[config.mk]
export PLATFORM = sky130hd
export DESIGN_NAME = spr_pointer_bank
export DESIGN_NICKNAME = d
export VERILOG_FILES = /design/src/rtl/spr_pkg.sv /design/src/rtl/spr_window_decode.sv /design/src/rtl/spr_pointer_reg.sv /design/src/rtl/spr_read_mux.sv /design/src/rtl/spr_pointer_bank.sv
export SDC_FILE = /design/constraint.sdc
export NUM_CORES = 1
export LEC_CHECK = 0
export BUFFER_PORTS_ARGS = -buffer_cell sky130_fd_sc_hd__buf_2
export CORE_ASPECT_RATIO = 1.2
export CORE_MARGIN = 2
export CORE_UTILIZATION = 53
export DETAILED_ROUTE_END_ITERATION = 8
export HOLD_SLACK_MARGIN = 0.08
export PLACE_DENSITY = 0.81
export SLEW_MARGIN = 40
export SYNTH_ARGS = -nofsm -noshare
export SYNTH_HDL_FRONTEND = slang
export SYNTH_SLANG_ARGS = --single-unit
[constraint.sdc]
create_clock -name clk -period 2.72 [get_ports clk]
set_input_delay 0.136 -clock clk [delete_from_list [all_inputs] [get_ports clk]]
set_output_delay 0.136 -clock clk [all_outputs]
set_load 0.02 [all_outputs]
[src/rtl/spr_pkg.sv]
// Package: shared widths and window offsets for the pointer bank.
// Assumes the pointer is wider than a data word and narrower than two.
package spr_pkg;
    localparam int ADDR_W  = 20;
    localparam int DATA_W  = 16;
    localparam int PTR_W   = 20;
    localparam int STEP_W  = 2;
    localparam int WIN_LG  = 4;
    localparam logic [ADDR_W-1:0] WIN_BASE = 20'h00010;
    localparam int HI_W    = PTR_W - DATA_W;

    typedef enum logic [WIN_LG-1:0] {
        OFS_PC_LO = 4'h0,
        OFS_PC_HI = 4'h1,
        OFS_SP_LO = 4'h2,
        OFS_SP_HI = 4'h3
    } spr_ofs_e;

    typedef struct packed {
        logic lo;
        logic hi;
    } word_wr_t;
endpackage

[src/rtl/spr_window_decode.sv]
// Window decoder: qualifies a bus access against the special-register
// window and turns it into per-word write strobes and a read enable.
// Assumes one address per cycle, so at most one strobe is active.
module spr_window_decode
    import spr_pkg::*;
#(
    parameter int AW = ADDR_W,
    parameter int LG = WIN_LG,
    parameter logic [AW-1:0] BASE = WIN_BASE
) (
    input  logic [AW-1:0] addr,
    input  logic          cs,
    input  logic          we,
    input  logic          re,
    output logic          hit,
    output logic          rd_en,
    output logic [LG-1:0] offset,
    output word_wr_t      pc_wr,
    output word_wr_t      sp_wr
);
    logic in_win;

    // Compare the upper address bits with the window base.
    always_comb begin
        in_win = (addr[AW-1:LG] == BASE[AW-1:LG]);
        hit    = cs && in_win;
        rd_en  = hit && re;
        offset = addr[LG-1:0];
    end

    // Turn a qualified write into one strobe per pointer word.
    always_comb begin
        pc_wr.lo = hit && we && (offset == LG'(OFS_PC_LO));
        pc_wr.hi = hit && we && (offset == LG'(OFS_PC_HI));
        sp_wr.lo = hit && we && (offset == LG'(OFS_SP_LO));
        sp_wr.hi = hit && we && (offset == LG'(OFS_SP_HI));
    end
endmodule

[src/rtl/spr_pointer_reg.sv]
// Pointer register: a 20-bit pointer that can be loaded one word at a
// time and stepped otherwise. The STACK_MODE parameter selects the
// stepping variant:
//   0 - forward advance by 0..3 (program counter)
//   1 - up/down by one (stack pointer)
// Assumes lo and hi strobes are never both high.
module spr_pointer_reg
    import spr_pkg::*;
#(
    parameter int PW = PTR_W,
    parameter int DW = DATA_W,
    parameter int SW = STEP_W,
    parameter bit STACK_MODE = 1'b0
) (
    input  logic          clk,
    input  logic          rst_n,
    input  word_wr_t      wr,
    input  logic [DW-1:0] wdata,
    input  logic [SW-1:0] step,
    input  logic          up,
    input  logic          dn,
    output logic [PW-1:0] q
);
    localparam int HW = PW - DW;

    logic [PW-1:0] stepped;

    generate
        if (STACK_MODE) begin : g_stack
            // Plus or minus one; conflicting or absent requests hold.
            always_comb begin
                if (up && !dn)
                    stepped = q + PW'(1);
                else if (dn && !up)
                    stepped = q - PW'(1);
                else
                    stepped = q;
            end
            logic unused_step;
            assign unused_step = ^step;
        end else begin : g_fwd
            // Forward advance by the requested word count.
            always_comb stepped = q + PW'(step);
            logic unused_updn;
            assign unused_updn = up ^ dn;
        end
    endgenerate

    // Reset, then word loads, then stepping, in that priority.
    always_ff @(posedge clk) begin
        if (!rst_n)
            q <= '0;
        else if (wr.lo)
            q[DW-1:0] <= wdata;
        else if (wr.hi)
            q[PW-1:DW] <= wdata[HW-1:0];
        else
            q <= stepped;
    end
endmodule

[src/rtl/spr_read_mux.sv]
// Read multiplexer: picks the addressed pointer word and drives zero
// when no read is active or the offset is unassigned.
module spr_read_mux
    import spr_pkg::*;
#(
    parameter int PW = PTR_W,
    parameter int DW = DATA_W,
    parameter int LG = WIN_LG
) (
    input  logic          rd_en,
    input  logic [LG-1:0] offset,
    input  logic [PW-1:0] pc,
    input  logic [PW-1:0] sp,
    output logic [DW-1:0] rdata
);
    localparam int HW = PW - DW;

    // Select the word that the offset names.
    always_comb begin
        rdata = '0;
        if (rd_en) begin
            case (offset)
                LG'(OFS_PC_LO): rdata = pc[DW-1:0];
                LG'(OFS_PC_HI): rdata = {{(DW-HW){1'b0}}, pc[PW-1:DW]};
                LG'(OFS_SP_LO): rdata = sp[DW-1:0];
                LG'(OFS_SP_HI): rdata = {{(DW-HW){1'b0}}, sp[PW-1:DW]};
                default:        rdata = '0;
            endcase
        end
    end
endmodule

[src/rtl/spr_pointer_bank.sv]
// Top: the program counter and the stack pointer, both reached through a
// memory-mapped special-register window.
// Assumes bus inputs are stable around the rising edge.
module spr_pointer_bank
    import spr_pkg::*;
(
    input  logic              clk,
    input  logic              rst_n,
    input  logic [ADDR_W-1:0] bus_addr,
    input  logic              bus_cs,
    input  logic              bus_we,
    input  logic              bus_re,
    input  logic [DATA_W-1:0] bus_wdata,
    output logic [DATA_W-1:0] bus_rdata,
    output logic              bus_hit,
    input  logic [STEP_W-1:0] pc_step,
    input  logic              sp_up,
    input  logic              sp_dn,
    output logic [PTR_W-1:0]  pc_value,
    output logic [PTR_W-1:0]  sp_value,
    output logic [HI_W-1:0]   pc_page
);
    logic              rd_en;
    logic [WIN_LG-1:0] offset;
    word_wr_t          pc_wr;
    word_wr_t          sp_wr;
    logic              pc_wr_any;
    logic              sp_wr_any;

    spr_window_decode i_dec (
        .addr   (bus_addr),
        .cs     (bus_cs),
        .we     (bus_we),
        .re     (bus_re),
        .hit    (bus_hit),
        .rd_en  (rd_en),
        .offset (offset),
        .pc_wr  (pc_wr),
        .sp_wr  (sp_wr)
    );

    spr_pointer_reg #(.STACK_MODE(1'b0)) i_pc (
        .clk   (clk),
        .rst_n (rst_n),
        .wr    (pc_wr),
        .wdata (bus_wdata),
        .step  (pc_step),
        .up    (1'b0),
        .dn    (1'b0),
        .q     (pc_value)
    );

    spr_pointer_reg #(.STACK_MODE(1'b1)) i_sp (
        .clk   (clk),
        .rst_n (rst_n),
        .wr    (sp_wr),
        .wdata (bus_wdata),
        .step  ('0),
        .up    (sp_up),
        .dn    (sp_dn),
        .q     (sp_value)
    );

    spr_read_mux i_rmux (
        .rd_en  (rd_en),
        .offset (offset),
        .pc     (pc_value),
        .sp     (sp_value),
        .rdata  (bus_rdata)
    );

    // Export the page bits; collapse strobes for the checker.
    always_comb begin
        pc_page   = pc_value[PTR_W-1:DATA_W];
        pc_wr_any = pc_wr.lo || pc_wr.hi;
        sp_wr_any = sp_wr.lo || sp_wr.hi;
    end
endmodule

# [Word level (Yosys, flattened, before mapping)]
# Index checks and enable logic that the tools add are counted.
# Widths: inputs -> output; s select.
[totals] register_bits=40 in_bits=45 elab_cells=40
[classes] addsub=3 n_eq_ne=6 n_mux=10 n_bitwise=1 reduce_logical=16
[ops] operator="$mux 16" count=5
[ops] operator="$pmux 16 s4" count=1
[ops] operator="$mux 20" count=2
[ops] operator="$add 20x1->20 const B" count=1
[ops] operator="$add 20x2->20" count=1
[ops] operator="$sub 20x1->20 const B" count=1
[ops] operator="$eq 16x1->1 const B" count=1
[ops] operator="$logic_and 1x1->1" count=9
[ops] operator="$eq 4x2->1 const B" count=2
[ops] operator="$mux 4" count=2
[ops] operator="$reduce_bool 3->1" count=2
[ops] operator="$eq 4x1->1 const B" count=1
[ops] operator="$logic_not 4->1" count=1
[ops] operator="$ne 2x1->1 const B" count=2
[ops] operator="$reduce_and 2->1" count=2
[ops] operator="$logic_not 1->1" count=2
[ops] operator="$not 1->1" count=1

# [Logic depth before layout (Yosys ltp)]
# Gate-level depths: netlist (run 1).
[logic_depth] ltp_word=6 depth_mapped=10 mapped_depth_nobuf=10

# [Hierarchy]
# From an unflattened synthesis (run 1), not the netlist that was laid out.
[hier_totals] cells_unflattened=469 hier_area_um2=3681.0
[modules_own_cells] module="spr_pointer_reg at i_sp" n_inst=1 cells_each=240 area_each_um2=1874.3 seq_area_each_um2=400.4
[modules_own_cells] module="spr_pointer_reg at i_pc" n_inst=1 cells_each=158 area_each_um2=1258.7 seq_area_each_um2=400.4
[modules_own_cells] module="spr_read_mux" n_inst=1 cells_each=43 area_each_um2=342.8 seq_area_each_um2=0.0
[modules_own_cells] module="spr_window_decode" n_inst=1 cells_each=23 area_each_um2=171.4 seq_area_each_um2=0.0
[modules_own_cells] module="spr_pointer_bank" n_inst=1 cells_each=5 area_each_um2=33.8 seq_area_each_um2=0.0

# [Least setup slack after synthesis (run 1)]
# OpenSTA, ideal clock, no wires.
[synth_timing] kind="input to register" start="input port sp_dn" end="register i_sp.q[14]" setup_ns=0.088 t_arrival_ns=2.436 path_slack_ns=0.196 path_stages=9 n_path_buf=0 path_cell_list="nand2b_1 fa_1 a21o_1 o2bb2ai_1 o41a_1 a21boi_1 o21a_1 nor3_1 nor4_2"
[synth_via] elab_chain_cells=5 word_cells_on_any_way=8 cone_classes="mux (3); reduce/logical (5)"
[synth_rtl] item="start: declaration" line_no="spr_pointer_bank.sv:18" rtl="input logic sp_dn,"
[synth_rtl] item="$logic_not 1->1" line_no="spr_pointer_reg.sv:32" rtl="if (up && !dn)"
[synth_rtl] item="$logic_and 1x1->1" line_no="spr_pointer_reg.sv:32"
[synth_rtl] item="$mux 20" line_no="spr_pointer_reg.sv:32"
[synth_rtl] item="$mux 16" line_no="spr_pointer_reg.sv:55" rtl="else if (wr.hi)"
[synth_rtl] item="$mux 16" line_no="spr_pointer_reg.sv:53" rtl="else if (wr.lo)"
[synth_rtl] item="end signal: indexed assignment" line_no="spr_pointer_reg.sv:54" rtl="q[DW-1:0] <= wdata;"
[synth_rtl] item="end signal: indexed assignment" line_no="spr_pointer_reg.sv:56" rtl="q[PW-1:DW] <= wdata[HW-1:0];"
[synth_rtl] item="end signal: assignment" line_no="spr_pointer_reg.sv:58" rtl="q <= stepped;"
[synth_rtl] item="end: declaration" line_no="spr_pointer_reg.sv:22" rtl="output logic [PW-1:0] q"
# Parallel ways exist; a longest one is shown, timed or not. The select of a mux whose other input is x is not followed.
# A chain may end at the register's enable or synchronous reset.

# [Final worst setup path (run 1)]
[layout_timing] start="register i_pc.q[0]" end="register i_pc.q[14]"
[layout_via] elab_chain_cells=3
[layout_rtl] item="start: declaration" line_no="spr_pointer_reg.sv:22"
[layout_rtl] item="start signal: indexed assignment" line_no="spr_pointer_reg.sv:54"
[layout_rtl] item="start signal: indexed assignment" line_no="spr_pointer_reg.sv:56"
[layout_rtl] item="start signal: assignment" line_no="spr_pointer_reg.sv:58"
[layout_rtl] item="$add 20x2->20" line_no="spr_pointer_reg.sv:43" rtl="always_comb stepped = q + PW'(step);"
[layout_rtl] item="$mux 16" line_no="spr_pointer_reg.sv:55"
[layout_rtl] item="$mux 16" line_no="spr_pointer_reg.sv:53"
# Every way passes these cells. The select of a mux whose other input is x is not followed.

==> results of run 1 <==
[path summary, 6_finish.rpt]
kind	startpoint	end	slack, ns
min reg2reg	i_sp.q[2]	i_sp.q[2]	0.53
min	bus_wdata[4]	i_sp.q[4]	0.13
max reg2reg	i_pc.q[0]	i_pc.q[14]	0.21
max	i_pc.q[0]	i_pc.q[14]	0.21
[logic make-up (layout without fill, tap and decap cells)]
| family | Yosys count | count (layout) | share of synthesized area, % |
|---|---|---|---|
| and+or+nand+nor | 193 | 193 | 28.9 |
| adders and majority gates | 23 | 23 | 8.28 |
| xor gates and xnor gates | 16 | 16 | 3.83 |
| buffers and inverters | 41 | 141 | 5.51 |
| AOI/OAI and AO/OA | 177 | 177 | 30.5 |
| DFF | 40 | 40 | 21.9 |
| muxes | 4 | 4 | 1.13 |
[sequential cells by signal (all words and copies together) (netlist names)]
register / cells
i_pc.q: 20
i_sp.q: 20
[metrics by stage]
stage | util, % | instance area [um^2] | std cells | worst slack (ns) | power [mW]
floorplan | - | 3650 | 494 | 0.196 | 1.86
global placement | 62.7 | 4250 | 673 | 0.100 | 2.27
detailed placement | 62.7 | 4250 | 673 | 0.0309 | 2.30
CTS | 64.3 | 4360 | 681 | 0.0258 | 2.79
global route | 64.6 | 4370 | 681 | 0.00771 | 3.00
finish | 64.6 | 4370 | 681 | 0.206 | 2.80
[worst min-delay path, stage by stage]
cell and delay [ns]:
buf_2 0.12, nand2_1 0.05, a311oi_1 0.08
[Yosys cell counts (all sizes together) (14+ instances only)]
cell type  number  area share (%)
and2           17             2.9
a21oi          55             7.5
a22oi          21             4.3
nor3           16             2.5
o21ai          42             5.8
dfxtp          40              22
nand2          54             5.5
nor2           43             4.4
nand3          15             2.1
buf            16             2.9
ha             21             7.2
inv            14             1.4
[power breakdown]
| part | total, mW | leakage (nW) | switching (mW) | internal (mW) |
|---|---|---|---|---|
| combinational | 1.49 | 1.56 | 0.854 | 0.636 |
| sequential | 0.812 | 0.328 | 0.135 | 0.677 |
| clock | 0.502 | 0.0541 | 0.230 | 0.272 |
| total | 2.80 | 1.94 | 1.22 | 1.58 |
[final cells by class]
type / count / area (um^2)
Inverter: 14 / 52.6
Tap cell: 87 / 109
Multi-Input combinational cell: 413 / 2670
Clock buffer: 5 / 68.8
Sequential cell: 40 / 801
Timing Repair Buffer: 119 / 631
Fill cell: 633 / 2400
Clock inverter: 3 / 42.5
[routing by layer]
| layer | wire (um) | part of all wire [%] | global-route usage (%) |
|---|---|---|---|
| met5 | 0 | 0 | 0 |
| met4 | 372 | 3.2 | 12.9 |
| met3 | 849 | 7.2 | 3.44 |
| met2 | 5810 | 49 | 53.3 |
| met1 | 4730 | 40 | 38.3 |
==> impl_metrics.json, run 1 <==
{
  "postCtsSetupRepairBufs": 0,
  "grt_first_pass_wirelength_um": 18200,
  "layout.nets": 661,
  "cts_buffers": 5,
  "p_per_area_nw_per_um2": 641,
  "whs_path_depth": 3,
  "ys_warn_count": 0,
  "start_util_pct": 54.0,
  "finalSetupTns_ns": 0,
  "rsz0062_at_grt": "false",
  "drt_wl_total_um": 11800,
  "cp_top_family": "simple AND/OR/NAND/NOR gates",
  "cp_cell_sequence": "ha_1 > inv_1 > fa_1 > nand3b_1 > nor3_4 > and3_2 > nor4b_1 > a21oi_1 > o21ai_1 > and2_1",
  "avgSynthCellArea_um2": 7.40,
  "synthFlopType": "dfxtp_1",
  "arrival_ns": 2.76,
  "period_needed_ns": 2.51,
  "skew_ns": 0.0103,
  "drive_gt1_share_pct": 25.3,
  "core_area_um2": 6770,
  "fmax_mhz": 398,
  "ys_async_sr_fraction_pct": 0,
  "worst_setup_path_start_kind": "flip-flop",
  "synth_edf_count": 0,
  "cts_root_buf": "clkbuf_8",
  "dp_hpwl_um": 9250,
  "crit_required_ns": 2.97,
  "crit_type": "flip-flop to flip-flop",
  "synth-seq-cells": 40,
  "io-pin-count": 106,
  "synthesis.area_um2": 3650,
  "cts.path.max_buffers": 2,
  "crit_fanout": 6,
  "critPathSlowestCell": "fa_1",
  "finalHoldViolCount": 0,
  "netlist_instances": 494,
  "firstDrtPassIters": 5,
  "synthesis.nets": 562,
  "grt_usage_pct": 30.7,
  "cts-resized-gates": 0,
  "critPathCaptureType": "flip-flop",
  "holdWs_ns": 0.129,
  "finalSetupViolCount": 0,
  "drtIter0Drc": 341,
  "worstRegToRegCells": 10,
  "dieArea_um2": 7580,
  "antenna_found_initial": 0,
  "die_w_um": 79.8,
  "crit_cells": 10,
  "clock_latency_ns": 0.31,
  "numPortBuffers": 105,
  "fin_crit_sh_pct": 92.4,
  "ys_types": 64,
  "drv_cap": 0,
  "relSlewSlack_pct": 53.9,
  "grt-ovfl-total": 0,
  "globalplace.congestion": 0.942,
  "rows": 33,
  "leakage_nw": 1.94,
  "vias": 4232,
  "tightest_slew_ns": 0.692,
  "diodes": 0,
  "via_per_inst": 6.21,
  "layout_common_cells": "buf_2, a21oi_1, nand2_1",
  "cts.sinks": 40,
  "slew_violations": 0,
  "layout_commonest_cell": "buf_2",
  "cts.htree.levels": 2,
  "drc": 0,
  "status": "finished clean",
  "ant_nets": 0,
  "holdBufCountCts": 0,
  "irDropWorstVdd_mv": 0.359,
  "die-height_um": 95.0,
  "wl_per_cell_um": 17.3,
  "cp_num_buf_inv": 1,
  "grt_pass1_vias": 3769,
  "slowest_delay_ns": 0.42,
  "grt_start_max_net_pins": 43,
  "path_clk_slew_ns": 0.09,
  "area_delta_synth_final_pct": 19.7,
  "seq_area_frac_synth_pct": 21.9,
  "cts_tree": "yes",
  "hold_class": "input pin to flip-flop"
}
Note: power is estimated with default switching activity, not from simulation.
==> run 2, diff against run 1 <==
--- a/config.mk
+++ b/config.mk
@@ -5,13 +5,15 @@
 export SDC_FILE = /design/constraint.sdc
 export NUM_CORES = 1
 export LEC_CHECK = 0
+export ABC_AREA = 1
 export BUFFER_PORTS_ARGS = -buffer_cell sky130_fd_sc_hd__buf_2
 export CORE_ASPECT_RATIO = 1.2
 export CORE_MARGIN = 2
-export CORE_UTILIZATION = 53
+export CORE_UTILIZATION = 49
+export CTS_CLUSTER_SIZE = 20
 export DETAILED_ROUTE_END_ITERATION = 8
 export HOLD_SLACK_MARGIN = 0.08
-export PLACE_DENSITY = 0.81
+export PLACE_DENSITY = 0.78
 export SLEW_MARGIN = 40
 export SYNTH_ARGS = -nofsm -noshare
 export SYNTH_HDL_FRONTEND = slang
==> constraint.sdc (replaced) <==
create_clock -name clk -period 2.2 [get_ports clk]
set_input_delay 0.11 -clock clk [delete_from_list [all_inputs] [get_ports clk]]
set_output_delay 0.11 -clock clk [all_outputs]
set_load 0.02 [all_outputs]
==> run 2 against run 1 <==
Wire length increased by 26%; design area increased by 15%; highest routed layer unchanged; sequential share of layout area decreased by 2.4 points; fmax increased by 22%; sequential power increased by 17%; clock skew about the same; register-to-register slack got worse by 0.07 ns; critical path type unchanged; global-route usage increased by 1.4 points.
==> impl_metrics.json, run 2 <==
{
  "status": "finished clean",
  "ys_async_sr_fraction_pct": 0,
  "netlist_instances": 725,
  "numPortBuffers": 105,
  "cts.htree.levels": 2,
  "r2r-start": "i_pc.q[0]",
  "arrival_ns": 2.31,
  "io-pin-count": 106,
  "cts.sinks": 40,
  "hold_class": "input pin to flip-flop",
  "cts_root_buf": "clkbuf_8",
  "p_per_area_nw_per_um2": 692,
  "layout.nets": 915,
  "yosysTopAreaCell": "nand2_1",
  "cts_tree": "yes",
  "drt_wl_total_um": 14800,
  "ys_top_cells_by_area": "nand2_1, dfxtp_1, nor2_1",
  "cts_buffers": 5,
  "dp_hpwl_um": 11900,
  "slew_violations": 0,
  "avgSynthCellArea_um2": 5.71,
  "crit_fanout": 4,
  "synthesis.nets": 793,
  "ant_nets": 0,
  "synth_top_cell_area_share_pct": 21.7,
  "period_needed_ns": 2.07,
  "firstDrtPassIters": 6,
  "drive_gt1_share_pct": 20.3,
  "grt_pass1_vias": 4723,
  "worstRegToRegCells": 10,
  "leakage_nw": 2.59,
  "rows": 36,
  "irDropWorstVdd_mv": 0.395,
  "synth_edf_count": 0,
  "path_clk_slew_ns": 0.09,
  "grt_start_max_net_pins": 22,
  "fmax_mhz": 484,
  "synthTopCellsByCount": "nand2_1, nor2_1, inv_1",
  "finalSetupViolCount": 0,
  "rsz0062_at_grt": "false",
  "drv_cap": 0,
  "clock_latency_ns": 0.30,
  "crit_required_ns": 2.44,
  "seq_area_frac_synth_pct": 19.3,
  "wl_per_cell_um": 15.4,
  "grt-ovfl-total": 0,
  "via_per_inst": 5.33,
  "ys_warn_count": 0,
  "crit_cells": 10,
  "drtIter0Drc": 280,
  "synthesis.area_um2": 4140,
  "dieArea_um2": 9200,
  "crit_start": "i_pc.q[0]",
  "vias": 5124,
  "tightest_slew_ns": 0.793,
  "core_area_um2": 8150,
  "die-height_um": 105,
  "worst-r2r-setup-slack_ns": 0.13,
  "diodes": 0,
  "synth-seq-cells": 40,
  "slowest_delay_ns": 0.36,
  "holdWs_ns": 0.142,
  "crit_type": "flip-flop to flip-flop",
  "postCtsSetupRepairBufs": 0,
  "cp_cell_sequence": "ha_1 > inv_1 > fa_2 > nor3_2 > nand4_1 > buf_4 > nor2_1 > xor2_1 > nand2_1 > a21oi_1",
  "globalplace.congestion": 0.988,
  "finalSetupTns_ns": 0,
  "relSlewSlack_pct": 46.8,
  "die_w_um": 87.9,
  "drc": 0,
  "grt_usage_pct": 32.0,
  "grt_first_pass_wirelength_um": 23400,
  "cp-endpoint": "i_pc.q[18]",
  "top_regs": "i_pc.q: 20 flops, i_sp.q: 20 flops",
  "area_delta_synth_final_pct": 21.5,
  "synthFlopType": "dfxtp_1",
  "synth_most_common_cell": "nand2_1",
  "holdBufCountCts": 0,
  "ys_types": 37,
  "cp_top_family": "simple AND/OR/NAND/NOR gates",
  "start_util_pct": 50.8,
  "r2r_end": "i_pc.q[18]",
  "worst_setup_path_start_kind": "flip-flop",
  "layout_common_cells": "nand2_1, buf_2, nor2_1",
  "fin_crit_sh_pct": 94.0,
  "layout_commonest_cell": "nand2_1",
  "skew_ns": 0.0104,
  "critPathSlowestCell": "dfxtp_2",
  "critPathCaptureType": "flip-flop",
  "finalHoldViolCount": 0,
  "cts.path.max_buffers": 2,
  "antenna_found_initial": 0,
  "cp_num_buf_inv": 2
}
run 2: cell count changes in the layout (fill, tap and decap cells not counted), moves of 7 or more:
cell and delta:
a22oi_1 -21, and2_1 -17, a21o_1 -11, nor2_1 +47
buf_4 +13, a21oi_1 +9, nor3b_1 -7, inv_1 +69
a31oi_1 -7, nand2_1 +185, nand3_1 +29, xor2_1 +7
run 2: final cells by class:
| cell class | count | area [um^2] |
|---|---|---|
| Clock buffer | 6 | 82.6 |
| Fill cell | 804 | 3120 |
| Multi-Input combinational cell | 579 | 2910 |
| Timing Repair Buffer | 133 | 748 |
| Clock inverter | 2 | 10.0 |
| Inverter | 88 | 333 |
| Tap cell | 114 | 143 |
| Sequential cell | 40 | 802 |
run 2: worst min path at each step:
stage	from	end	slack, ns	cells after the start
6_report	bus_wdata[5]	i_pc.q[5]	0.14	3
3_3_place_gp	bus_wdata[5]	i_pc.q[5]	0.45	3
3_5_place_dp	bus_wdata[5]	i_pc.q[5]	0.45	3
5_1_grt	bus_wdata[5]	i_pc.q[5]	0.16	3
2_1_floorplan	bus_wdata[2]	i_pc.q[18]	0.31	2
4_1_cts	bus_wdata[5]	i_pc.q[5]	0.14	3
run 2: metal layers:
metal  track usage (%)  vias up  share of wire [%]
li1                  -     2576                  -
met1              40.2     2288                 40
met2              55.0      224                 49
met3              4.90       36                7.6
met4              10.7        0                2.7
met5                 0        -                  0
run 2: cells by family (layout without fill, tap and decap cells):
| kind of cell | after synthesis | in the layout | synth area share [%] |
|---|---|---|---|
| buffers and inverters | 106 | 229 | 10.5 |
| and+or+nand+nor | 419 | 419 | 43.3 |
| DFF | 40 | 40 | 19.3 |
| xor gates and xnor gates | 23 | 23 | 4.87 |
| adders and majority gates | 23 | 23 | 7.32 |
| AOI/OAI and AO/OA | 114 | 114 | 14.8 |
run 2: worst reg2reg max path, delay by kind of cell, from the launching register on:
kind | cells | cell delay, ns
and+or+nand+nor | 4 | 0.61
xor gates and xnor gates | 1 | 0.16
DFF | 1 | 0.36
adders and majority gates | 2 | 0.51
buffers and inverters | 2 | 0.24
AOI/OAI and AO/OA | 1 | 0.11
run 2: power breakdown:
part           internal [mW]  total (mW)  leakage (nW)  switching [mW]
clock network          0.251       0.545        0.0510           0.293
registers              0.821       0.949         0.328           0.129
logic                  0.731        1.99          2.22            1.25
total                   1.80        3.48          2.59            1.68
run 2: repair_timing:
item / in CTS / in global routing
setup endpoints to repair: 0 / 5
hold endpoints to repair: 0 / 0
resized for setup: 0 / 2
run 2: metrics by stage:
stage | std cells | instance area [um^2] | power [mW] | util [%] | worst slack [ns]
after global placement | 954 | 4930 | 2.88 | 60.5 | 0.147
after detailed placement | 954 | 4930 | 2.91 | 60.5 | 0.135
after CTS | 962 | 5020 | 3.45 | 61.6 | 0.107
after global routing | 962 | 5030 | 3.77 | 61.7 | 0.0556
final | 962 | 5030 | 3.48 | 61.7 | 0.133
after floorplan | 725 | 4140 | 2.32 | - | 0.0459
==> run 3, diff against run 2 <==
--- a/config.mk
+++ b/config.mk
@@ -14,6 +14,7 @@
 export DETAILED_ROUTE_END_ITERATION = 8
 export HOLD_SLACK_MARGIN = 0.08
 export PLACE_DENSITY = 0.78
+export RECOVER_POWER = 50
 export SLEW_MARGIN = 40
 export SYNTH_ARGS = -nofsm -noshare
 export SYNTH_HDL_FRONTEND = slang
==> run 3 against run 2 <==
First-iteration DRC count up 18%; clock power about the same; die area unchanged; sequential cell count unchanged; total power down 0.83%; clock-buffer cell count unchanged; critical path depth unchanged; wire length down 0.12%.
==> impl_metrics.json, run 3 (synthesis results as in run 2) <==
{
  "status": "finished clean",
  "layout_common_cells": "nand2_1, nor2_1, inv_1",
  "min_from": "bus_wdata[5]",
  "area_delta_synth_final_pct": 19.9,
  "antenna_found_initial": 0,
  "multi_input_area_um2": 2900,
  "finalSetupViolCount": 0,
  "crit_start": "i_pc.q[0]",
  "fin_crit_sh_pct": 93.2,
  "hold_class": "input pin to flip-flop",
  "irDropWorstVdd_mv": 0.395,
  "wl_per_cell_um": 15.3,
  "worst_setup_path_start_kind": "flip-flop",
  "leakage_nw": 2.42,
  "grt_pass1_vias": 4723,
  "dieArea_um2": 9200,
  "grt-ovfl-total": 0,
  "numPortBuffers": 105,
  "cp_cell_sequence": "ha_1 > inv_1 > fa_2 > nor3_2 > nand4_1 > buf_4 > nor2_1 > xor2_1 > nand2_1 > a21oi_1",
  "path_clk_slew_ns": 0.09,
  "cts.sinks": 40,
  "cts_root_buf": "clkbuf_8",
  "clock_latency_ns": 0.30,
  "postCtsSetupRepairBufs": 0,
  "crit_fanout": 4,
  "cts_buffers": 5,
  "vias": 5140,
  "fmax_mhz": 488,
  "io-pin-count": 106,
  "cts.htree.levels": 2,
  "place_ws_ns": 0.135,
  "cts.path.max_buffers": 2,
  "critPathSlowestCell": "dfxtp_2",
  "drc": 0,
  "skew_ns": 0.0102,
  "p_per_area_nw_per_um2": 695,
  "rsz0062_at_grt": "false",
  "cts-resized-gates": 0,
  "tightest_slew_ns": 0.791,
  "layout.nets": 915,
  "grt_usage_pct": 32.0,
  "finalSetupTns_ns": 0,
  "finalHoldViolCount": 0,
  "placed_cells": 954,
  "start_util_pct": 50.8,
  "dp_hpwl_um": 11900,
  "arrival_ns": 2.29,
  "layout.filler_cells": 832,
  "r2r-start": "i_pc.q[0]",
  "top_regs": "i_pc.q: 20 flops, i_sp.q: 20 flops",
  "slowest_delay_ns": 0.36,
  "globalplace.congestion": 0.988,
  "crit_required_ns": 2.44,
  "grt_start_max_net_pins": 22,
  "layoutNonFillerInstCount": 962,
  "finalWorstSetupSlack_ns": 0.151,
  "crit_type": "flip-flop to flip-flop",
  "period_needed_ns": 2.05,
  "drv_cap": 0,
  "die-height_um": 105,
  "drive_gt1_share_pct": 14.7,
  "firstDrtPassIters": 5,
  "ff_latch_area_um2": 802,
  "die_w_um": 87.9,
  "holdBufCountCts": 0,
  "ant_nets": 0,
  "layout_commonest_cell": "nand2_1",
  "core_area_um2": 8150,
  "drtIter0Drc": 329,
  "via_per_inst": 5.34,
  "cts_tree": "yes",
  "relSlewSlack_pct": 46.9,
  "drt_wl_total_um": 14800,
  "grt_first_pass_wirelength_um": 23400,
  "critPathCaptureType": "flip-flop",
  "rows": 36,
  "diodes": 0,
  "fin_util_pct": 60.9,
  "slew_violations": 0,
  "worst-r2r-setup-slack_ns": 0.15
}
## run 3: final timing paths
kind | cells past startpoint | endpoint
hold / removal | 3 | i_pc.q[5]
hold reg to reg | 2 | i_sp.q[19]
setup reg to reg | 10 | i_pc.q[18]
setup / recovery | 10 | i_pc.q[18]
## run 3: final cells by class
type	instances	share of cell area [%]
clock inverters	2	0.202
flip-flops and latches	40	16.2
inverters	88	6.66
well taps	114	2.88
clock buffers	6	1.66
repair buffers	133	14.0
multi-input cells	579	58.5
## run 3: report_power, final
part	internal [mW]	switching, mW
logic	0.705	1.25
registers	0.820	0.132
clock network	0.251	0.292
## run 3: through the flow
step / hold slack, ns / total power [mW] / area (um^2)
global route: 0.157 / 3.75 / 4960
detailed placement: 0.455 / 2.91 / 4930
finish: 0.144 / 3.45 / 4960
floorplan: 0.308 / 2.32 / 4140
CTS: 0.139 / 3.45 / 5020
global placement: 0.446 / 2.88 / 4930
## run 3: critical path: cells and delay by family, from the launching register on
family / cells / cell delay, ns
xor gates and xnor gates: 1 / 0.17
buffers and inverters: 2 / 0.24
DFF: 1 / 0.36
AOI/OAI and AO/OA: 1 / 0.12
and+or+nand+nor: 4 / 0.59
adders and majority gates: 2 / 0.51
## run 3: layer usage
metal / share of wire [%] / track usage, % / up-vias
li1: - / - / 2579
met2: 49 / 55.0 / 210
met1: 40 / 40.2 / 2311
met5: 0 / 0 / -
met3: 7.3 / 4.90 / 40
met4: 2.8 / 10.7 / 0
